File: config.mk
export PLATFORM = sky130hd
export DESIGN_NAME = svf_filter
export DESIGN_NICKNAME = d
export VERILOG_FILES = /design/src/rtl/svf_pkg.sv /design/src/rtl/svf_sat.sv /design/src/rtl/svf_sequencer.sv /design/src/rtl/svf_multiplier.sv /design/src/rtl/svf_outstage.sv /design/src/rtl/svf_filter.sv
export SDC_FILE = /design/constraint.sdc
export NUM_CORES = 2
export LEC_CHECK = 0
export BUFFER_PORTS_ARGS = -buffer_cell sky130_fd_sc_hd__buf_2
export CORE_UTILIZATION = 55
export CTS_CLUSTER_DIAMETER = 80
export DETAILED_ROUTE_END_ITERATION = 16
export PLACE_DENSITY = 0.75
export SYNTH_ARGS = -nofsm -noshare
export SYNTH_HDL_FRONTEND = slang
export SYNTH_SLANG_ARGS = --single-unit
File: constraint.sdc
create_clock -name clk -period 9.85 [get_ports clk]
set_clock_uncertainty 0.05 [all_clocks]
set_input_delay 1.97 -clock clk [delete_from_list [all_inputs] [get_ports clk]]
set_output_delay 1.97 -clock clk [all_outputs]
set_load 0.1 [all_outputs]
File: src/rtl/svf_pkg.sv
// Package: shared encodings for the state variable filter.
// Assumes: two-bit mode select and four sequencer phases.
package svf_pkg;

    // Response selected onto the output (encoding is visible at the port).
    typedef enum logic [1:0] {
        MODE_LP    = 2'd0,
        MODE_BP    = 2'd1,
        MODE_HP    = 2'd2,
        MODE_NOTCH = 2'd3
    } svf_mode_e;

    // Step of the per-sample multiplier schedule.
    typedef enum logic [1:0] {
        PH_IDLE = 2'd0,
        PH_HP   = 2'd1,
        PH_BP   = 2'd2,
        PH_LP   = 2'd3
    } svf_phase_e;

endpackage

File: src/rtl/svf_sat.sv
// Module: svf_sat
// Clamps a wide signed value into a narrower signed range and reports
// whether clamping took place. Purely combinational.
// Assumes: IW > OW and IW <= 64.
module svf_sat #(
    parameter int IW = 40,
    parameter int OW = 18
) (
    input  logic signed [IW-1:0] din,
    output logic signed [OW-1:0] dout,
    output logic                 clip
);
    localparam logic signed [IW-1:0] MAXV = IW'((64'sd1 <<< (OW-1)) - 64'sd1);
    localparam logic signed [IW-1:0] MINV = IW'(-(64'sd1 <<< (OW-1)));

    // Compare against the limits and pick the clamped or passed value.
    always_comb begin
        if (din > MAXV) begin
            dout = MAXV[OW-1:0];
            clip = 1'b1;
        end else if (din < MINV) begin
            dout = MINV[OW-1:0];
            clip = 1'b1;
        end else begin
            dout = din[OW-1:0];
            clip = 1'b0;
        end
    end
endmodule

File: src/rtl/svf_sequencer.sv
// Module: svf_sequencer
// Walks the three multiplier steps of one sample after an accepted start
// and pulses done after the last one.
// Assumes: start is a level sampled at each edge; it is ignored unless idle.
module svf_sequencer
    import svf_pkg::*;
(
    input  logic       clk,
    input  logic       rst_n,
    input  logic       start,
    output svf_phase_e phase,
    output logic       accept,
    output logic       done
);
    // A new sample is only taken while no calculation is running.
    assign accept = start && (phase == PH_IDLE);

    // Advance the step register and register the completion pulse.
    always_ff @(posedge clk) begin
        if (!rst_n) begin
            phase <= PH_IDLE;
            done  <= 1'b0;
        end else begin
            done <= (phase == PH_LP);
            unique case (phase)
                PH_IDLE: if (accept) phase <= PH_HP;
                PH_HP:   phase <= PH_BP;
                PH_BP:   phase <= PH_LP;
                PH_LP:   phase <= PH_IDLE;
                default: phase <= PH_IDLE;
            endcase
        end
    end

    // done follows the final step and nothing else.
    assert_done_after_lp_R2: assert property (@(posedge clk) disable iff (!rst_n)
        done |-> $past(phase == PH_LP));

    // once running, steps proceed in order whatever start does.
    assert_phase_order_R2: assert property (@(posedge clk) disable iff (!rst_n)
        (phase == PH_HP) |=> (phase == PH_BP));
endmodule

File: src/rtl/svf_multiplier.sv
// Module: svf_multiplier
// The single shared signed multiplier with registered operands A and B.
// The product is combinational from the registered operands, so a product
// loaded in one step is used in the next step.
// Assumes: operands change only when load is high.
module svf_multiplier #(
    parameter int DW = 18,
    localparam int PW = 2 * DW
) (
    input  logic                 clk,
    input  logic                 rst_n,
    input  logic                 load,
    input  logic signed [DW-1:0] a_in,
    input  logic signed [DW-1:0] b_in,
    output logic signed [PW-1:0] prod
);
    logic signed [DW-1:0] op_a;
    logic signed [DW-1:0] op_b;

    // Capture the operands of the current step.
    always_ff @(posedge clk) begin
        if (!rst_n) begin
            op_a <= '0;
            op_b <= '0;
        end else if (load) begin
            op_a <= a_in;
            op_b <= b_in;
        end
    end

    // Full-width signed product of the held operands.
    assign prod = op_a * op_b;
endmodule

File: src/rtl/svf_outstage.sv
// Module: svf_outstage
// Forms the four responses from the integrator values and the high-pass
// register, clamps them, selects one for the output and keeps the sticky
// clip flag.
// Assumes: capture is high only at the last step of a sample.
module svf_outstage
    import svf_pkg::*;
#(
    parameter int DW    = 18,
    parameter int ACC_W = 40,
    parameter int FRAC  = 17
) (
    input  logic                    clk,
    input  logic                    rst_n,
    input  logic                    capture,
    input  svf_mode_e               mode,
    input  logic signed [ACC_W-1:0] lp_acc,
    input  logic signed [ACC_W-1:0] bp_acc,
    input  logic signed [DW-1:0]    hp_val,
    input  logic                    hp_clip,
    input  logic                    ovf_clr,
    output logic signed [DW-1:0]    y_out,
    output logic                    ovf
);
    logic signed [ACC_W-1:0] lp_s;
    logic signed [ACC_W-1:0] bp_s;
    logic signed [ACC_W-1:0] notch_s;
    logic signed [DW-1:0]    lp_v;
    logic signed [DW-1:0]    bp_v;
    logic signed [DW-1:0]    notch_v;
    logic                    lp_c;
    logic                    bp_c;
    logic                    notch_c;
    logic signed [DW-1:0]    sel_v;
    logic                    set_now;

    // Scale the integrators back to sample units; notch adds LP and HP.
    assign lp_s    = lp_acc >>> FRAC;
    assign bp_s    = bp_acc >>> FRAC;
    assign notch_s = lp_s + {{(ACC_W-DW){hp_val[DW-1]}}, hp_val};

    svf_sat #(.IW(ACC_W), .OW(DW)) u_sat_lp    (.din(lp_s),    .dout(lp_v),    .clip(lp_c));
    svf_sat #(.IW(ACC_W), .OW(DW)) u_sat_bp    (.din(bp_s),    .dout(bp_v),    .clip(bp_c));
    svf_sat #(.IW(ACC_W), .OW(DW)) u_sat_notch (.din(notch_s), .dout(notch_v), .clip(notch_c));

    // Response mux driven by the mode latched with the sample.
    always_comb begin
        unique case (mode)
            MODE_LP:    sel_v = lp_v;
            MODE_BP:    sel_v = bp_v;
            MODE_HP:    sel_v = hp_val;
            MODE_NOTCH: sel_v = notch_v;
            default:    sel_v = lp_v;
        endcase
    end

    // Any clamped response at completion raises the flag.
    assign set_now = capture && (lp_c || bp_c || notch_c || hp_clip);

    // Output register and sticky flag; setting wins over clearing.
    always_ff @(posedge clk) begin
        if (!rst_n) begin
            y_out <= '0;
            ovf   <= 1'b0;
        end else begin
            if (capture) y_out <= sel_v;
            if (set_now)      ovf <= 1'b1;
            else if (ovf_clr) ovf <= 1'b0;
        end
    end

    // flag holds until a clear request.
    assert_ovf_sticky_R8: assert property (@(posedge clk) disable iff (!rst_n)
        (ovf && !ovf_clr) |=> ovf);

    // a clear without a simultaneous clip empties the flag.
    assert_ovf_clear_R8: assert property (@(posedge clk) disable iff (!rst_n)
        (ovf_clr && !set_now) |=> !ovf);

    // output only moves on completion.
    assert_hold_R9: assert property (@(posedge clk) disable iff (!rst_n)
        !capture |=> $stable(y_out));
endmodule

File: src/rtl/svf_filter.sv
// Module: svf_filter (top)
// State variable filter with one time-shared multiplier. Step schedule per
// sample: on accept load q*bp_old; HP step forms hp and loads f*hp; BP step
// updates z1 and loads f*bp; LP step updates z2 and registers the output.
// Assumes: coef_f and coef_q are stable while a calculation runs.
module svf_filter
    import svf_pkg::*;
#(
    parameter int DW       = 18,
    parameter int ACC_W    = 40,
    parameter int IN_SHIFT = 18,
    parameter int FRAC     = 17
) (
    input  logic                 clk,
    input  logic                 rst_n,
    input  logic                 start,
    input  logic [1:0]           mode,
    input  logic signed [DW-1:0] coef_f,
    input  logic signed [DW-1:0] coef_q,
    input  logic signed [DW-1:0] x_in,
    input  logic                 ovf_clr,
    output logic signed [DW-1:0] y_out,
    output logic                 done,
    output logic                 ovf
);
    localparam int PW = 2 * DW;

    svf_phase_e              phase;
    logic                    accept;
    logic                    mul_load;
    logic signed [DW-1:0]    mul_a;
    logic signed [DW-1:0]    mul_b;
    logic signed [PW-1:0]    prod;
    logic signed [ACC_W-1:0] prod_ext;
    logic signed [DW-1:0]    x_q;
    svf_mode_e               mode_q;
    logic signed [ACC_W-1:0] z1;
    logic signed [ACC_W-1:0] z2;
    logic signed [DW-1:0]    hp_q;
    logic                    hp_clip_q;
    logic signed [ACC_W-1:0] x_ext;
    logic signed [ACC_W-1:0] hp_acc;
    logic signed [ACC_W-1:0] hp_shift;
    logic signed [ACC_W-1:0] z1_sum;
    logic signed [ACC_W-1:0] z2_sum;
    logic signed [ACC_W-1:0] bp_old_s;
    logic signed [ACC_W-1:0] bp_new_s;
    logic signed [DW-1:0]    hp_sat;
    logic signed [DW-1:0]    bp_old_sat;
    logic signed [DW-1:0]    bp_new_sat;
    logic                    hp_c;
    logic                    bp_old_c;
    logic                    bp_new_c;

    svf_sequencer u_seq (
        .clk    (clk),
        .rst_n  (rst_n),
        .start  (start),
        .phase  (phase),
        .accept (accept),
        .done   (done)
    );

    svf_multiplier #(.DW(DW)) u_mul (
        .clk   (clk),
        .rst_n (rst_n),
        .load  (mul_load),
        .a_in  (mul_a),
        .b_in  (mul_b),
        .prod  (prod)
    );

    // Widen the product and the sample to accumulator width.
    assign prod_ext = {{(ACC_W-PW){prod[PW-1]}}, prod};
    assign x_ext    = {{(ACC_W-DW){x_q[DW-1]}}, x_q};

    // High-pass: scaled input minus damping product minus low-pass state.
    assign hp_acc   = (x_ext <<< IN_SHIFT) - prod_ext - z2;
    assign hp_shift = hp_acc >>> FRAC;

    // Integrator sums that use the product of the previous step.
    assign z1_sum   = z1 + prod_ext;
    assign z2_sum   = z2 + prod_ext;
    assign bp_old_s = z1 >>> FRAC;
    assign bp_new_s = z1_sum >>> FRAC;

    svf_sat #(.IW(ACC_W), .OW(DW)) u_sat_hp    (.din(hp_shift), .dout(hp_sat),     .clip(hp_c));
    svf_sat #(.IW(ACC_W), .OW(DW)) u_sat_bpold (.din(bp_old_s), .dout(bp_old_sat), .clip(bp_old_c));
    svf_sat #(.IW(ACC_W), .OW(DW)) u_sat_bpnew (.din(bp_new_s), .dout(bp_new_sat), .clip(bp_new_c));

    // Operand schedule of the shared multiplier for each step.
    always_comb begin
        mul_load = 1'b0;
        mul_a    = coef_f;
        mul_b    = '0;
        unique case (phase)
            PH_IDLE: begin mul_load = accept; mul_a = coef_q; mul_b = bp_old_sat; end
            PH_HP:   begin mul_load = 1'b1;   mul_a = coef_f; mul_b = hp_sat;     end
            PH_BP:   begin mul_load = 1'b1;   mul_a = coef_f; mul_b = bp_new_sat; end
            default: begin mul_load = 1'b0;   mul_a = coef_f; mul_b = '0;         end
        endcase
    end

    // Sample latch, high-pass register and integrator state updates.
    always_ff @(posedge clk) begin
        if (!rst_n) begin
            x_q       <= '0;
            mode_q    <= MODE_LP;
            z1        <= '0;
            z2        <= '0;
            hp_q      <= '0;
            hp_clip_q <= 1'b0;
        end else begin
            if (accept) begin
                x_q    <= x_in;
                mode_q <= svf_mode_e'(mode);
            end
            if (phase == PH_HP) begin
                hp_q      <= hp_sat;
                hp_clip_q <= hp_c;
            end
            if (phase == PH_BP) z1 <= z1_sum;
            if (phase == PH_LP) z2 <= z2_sum;
        end
    end

    svf_outstage #(.DW(DW), .ACC_W(ACC_W), .FRAC(FRAC)) u_out (
        .clk     (clk),
        .rst_n   (rst_n),
        .capture (phase == PH_LP),
        .mode    (mode_q),
        .lp_acc  (z2_sum),
        .bp_acc  (z1),
        .hp_val  (hp_q),
        .hp_clip (hp_clip_q),
        .ovf_clr (ovf_clr),
        .y_out   (y_out),
        .ovf     (ovf)
    );

    // a strobe during a running calculation leaves the latched sample alone.
    assert_busy_start_ignored_R3: assert property (@(posedge clk) disable iff (!rst_n)
        (start && phase != PH_IDLE) |=> $stable(x_q) && $stable(mode_q));

    // band-pass state moves only in its own step.
    assert_z1_only_bp_R5: assert property (@(posedge clk) disable iff (!rst_n)
        (phase != PH_BP) |=> $stable(z1));

    // low-pass state moves only in its own step.
    assert_z2_only_lp_R5: assert property (@(posedge clk) disable iff (!rst_n)
        (phase != PH_LP) |=> $stable(z2));
endmodule

==> impl_metrics.ini <==
[worst_setup_path]
endpoint_kind = register
worstPathArrival_ps = 10810
start_kind = register
critPathTopFamily = adder cells
crit_buf_inv = 8
slowest_stage = fa_1
worstPathMaxFanout = 7
worst-endpoint-required_ps = 10200
critPathMaxStageDelay_ps = 560
crit_top_cell = fa_1
path_class = register to register

[placed_design]
placed_cells = 4317
dp_hpwl_mm = 64.6
port_buffers = 79
place.gp.congestion = 0.937
dp_slack_ps = -997

[timing]
min_period_ps = 10460
finalHoldWorstSlack_ps = 401
relSlewSlack = 0.253
setup_tns_ps = -10670
setup_viol = 34
post-route-period-util = 1.06
worst_slack_ps = -611
worstMarginPinSlew_ps = 1120
slew_viol_final = 0
rsz0062_at_grt = true
fmax_ghz = 0.0956
hold_viol = 0

[synthesis]
synth_edf_count = 0
netlist_instances = 3270
synth-seq-cells = 177
ys_async_sr_fraction = 0
yosysUniqueCellTypes = 83
ys_seq_area_frac = 0.128
ys.flop_type = dfxtp_1
avgSynthCellArea_um2 = 8.45
syn-num-nets = 3959
netlist_area_um2 = 27600
ys_warn_count = 0

[cts]
clk_latency_ps = 520
clock-sinks = 177
clk_pin_slew_ps = 90
cts_buffer_depth = 2
cts_hold_buffers = 0
htreeDepth = 4
cts-root-buf = clkbuf_16
cts_buffers = 17
cts_tree = built

[final_layout]
drive_gt1_frac = 0.245
fill_cells = 3731
nets = 4408
finalNonFillerCells = 4396
antenna_cells = 0
syn_to_final_growth_pct = 25.0

[floorplan]
rows = 81
core_area_um2 = 49300
pin_count = 80
dieArea_um2 = 51100
initial_utilization = 0.561
die_y_um = 226
die_x_um = 226

[routing]
ant_nets = 0
vias = 24700
route.detailed.drc = 0
first_iter_violations = 1769
avgViaCountPerCell = 5.61
wire_per_inst_um = 18.7
wirelength_mm = 82.2
dr.pass1.iters = 7

[grt]
grt_pass1_vias = 25300
grt_pass1_wl_mm = 131
grt_max_degree = 69
antenna_found_initial = 0
grt-ovfl-total = 0
track_usage = 0.329

[outcome]
status = finished with violations
violations = negative setup slack

[flow_run]
max_cap_viol_count = 0

[hold_path]
hp-class = register to register
==> sequential cells by signal (all words and copies together) (netlist names) <==
name / cells
u_out.y_out: 18
u_out.ovf: 1
hp_q: 18
hp_clip_q: 1
x_q: 18
u_seq.phase: 2
z1: 40
u_mul.op_a: 18
mode_q: 2
u_mul.op_b: 18
u_seq.done: 1
z2: 40
==> kinds of logic after synthesis <==
group,after synthesis,share of synthesized area
AND/OR/NAND/NOR,856,0.153
buffers and inverters,699,0.0957
AO/OA/AOI/OAI,689,0.168
adder cells (fa/ha/maj),629,0.381
flip-flops,177,0.128
XOR/XNOR,153,0.0500
multiplexers,67,0.0244
==> cells in the final DEF (no fill, tap or decap), types with 21 or more instances in the layout <==
master	instances
a21oi_1	138
nand2b_1	47
buf_6	23
ha_4	23
fa_1	336
nor2b_1	58
nand2_1	325
nand3_1	24
o21a_1	21
ha_1	240
buf_4	453
nor2_1	111
o21ai_0	115
a21boi_0	45
o21bai_1	23
mux2i_1	65
inv_2	26
xor2_1	34
a21oi_2	26
and2_1	169
dfxtp_1	146
inv_1	528
o22ai_1	21
o211a_1	28
a21o_1	74
buf_2	78
xnor2_1	87
==> per-layer routing <==
metal | global-route usage | wire length [um]
met5 | 0 | 0
met2 | 0.543 | 39100
met1 | 0.449 | 36200
met3 | 0.0472 | 5190
met4 | 0.0889 | 1750
==> path summary, 6_finish.rpt <==
path	end	slack, ps	start	cells past startpoint
max	u_out.y_out[7]$_SDFFE_PN0P_	-610	u_mul.op_b[5]$_SDFFE_PN0P_	42
min	u_out.y_out[17]$_SDFFE_PN0P_	400	u_out.y_out[17]$_SDFFE_PN0P_	2
max reg2reg	u_out.y_out[7]$_SDFFE_PN0P_	-610	u_mul.op_b[5]$_SDFFE_PN0P_	42
min reg2reg	u_out.y_out[17]$_SDFFE_PN0P_	400	u_out.y_out[17]$_SDFFE_PN0P_	2
==> metrics by stage <==
| step | utilization | cell area, um2 |
|---|---|---|
| finish | 0.701 | 34500 |
| global route | 0.701 | 34500 |
| CTS | 0.676 | 33300 |
| detailed placement | 0.652 | 32100 |
| global placement | 0.652 | 32100 |
| floorplan | - | 28400 |
==> worst reg2reg max path, delay by kind of cell, from the launching register on <==
family,cells,cell delay (ps)
compound gates,16,3080
simple gates,7,1790
flops,1,380
xor+xnor,2,470
fa+ha+maj,9,3720
buf+inv,8,840
==> synth_stat cells (6+ instances only) <==
cell,count,area share
a211o_1,6,0.0019
a211oi_1,36,0.0098
a21boi_0,48,0.013
a21o_1,75,0.020
a21oi_1,167,0.030
a221oi_1,17,0.0054
a31oi_1,14,0.0032
and2_1,179,0.041
and3_1,14,0.0032
and4_1,8,0.0025
buf_1,14,0.0019
buf_2,10,0.0018
clkbuf_1,120,0.016
dfxtp_1,177,0.13
fa_1,353,0.26
ha_1,276,0.12
inv_1,554,0.075
mux2i_1,65,0.024
nand2_1,334,0.045
nand2b_1,49,0.011
nand3_1,25,0.0045
nand4_1,14,0.0032
nor2_1,121,0.016
nor2b_1,59,0.013
nor3_1,20,0.0036
o211a_1,28,0.010
o211ai_1,9,0.0024
o21a_1,22,0.0060
o21ai_0,135,0.024
o21ai_1,8,0.0014
o21bai_1,25,0.0068
o22ai_1,22,0.0050
o31ai_1,9,0.0024
or2_2,7,0.0016
or3_1,10,0.0023
xnor2_1,105,0.033
xor2_1,45,0.014
==> timing repair <==
| item | 4_1_cts | 5_1_grt |
|---|---|---|
| setup endpoints to repair | 54 | 56 |
| buffers inserted | 18 | 37 |
| gates resized for setup | 118 | 209 |
| cloned | 0 | 1 |
| pin swaps | 54 | 125 |
==> area by class of cell <==
| class | instances | area, um2 | share of cell area |
|---|---|---|---|
| Clock buffer | 17 | 425 | 0.0123 |
| Timing Repair Buffer | 575 | 4430 | 0.128 |
| Clock inverter | 15 | 183 | 0.00529 |
| Inverter | 554 | 2080 | 0.0602 |
| Multi-Input combinational cell | 2394 | 23000 | 0.665 |
| Tap cell | 664 | 831 | 0.0241 |
| Sequential cell | 177 | 3620 | 0.105 |
Power is left out: the tool's default activity adds up to more than one toggle a clock period on the data nets, which glitch-free logic cannot reach.
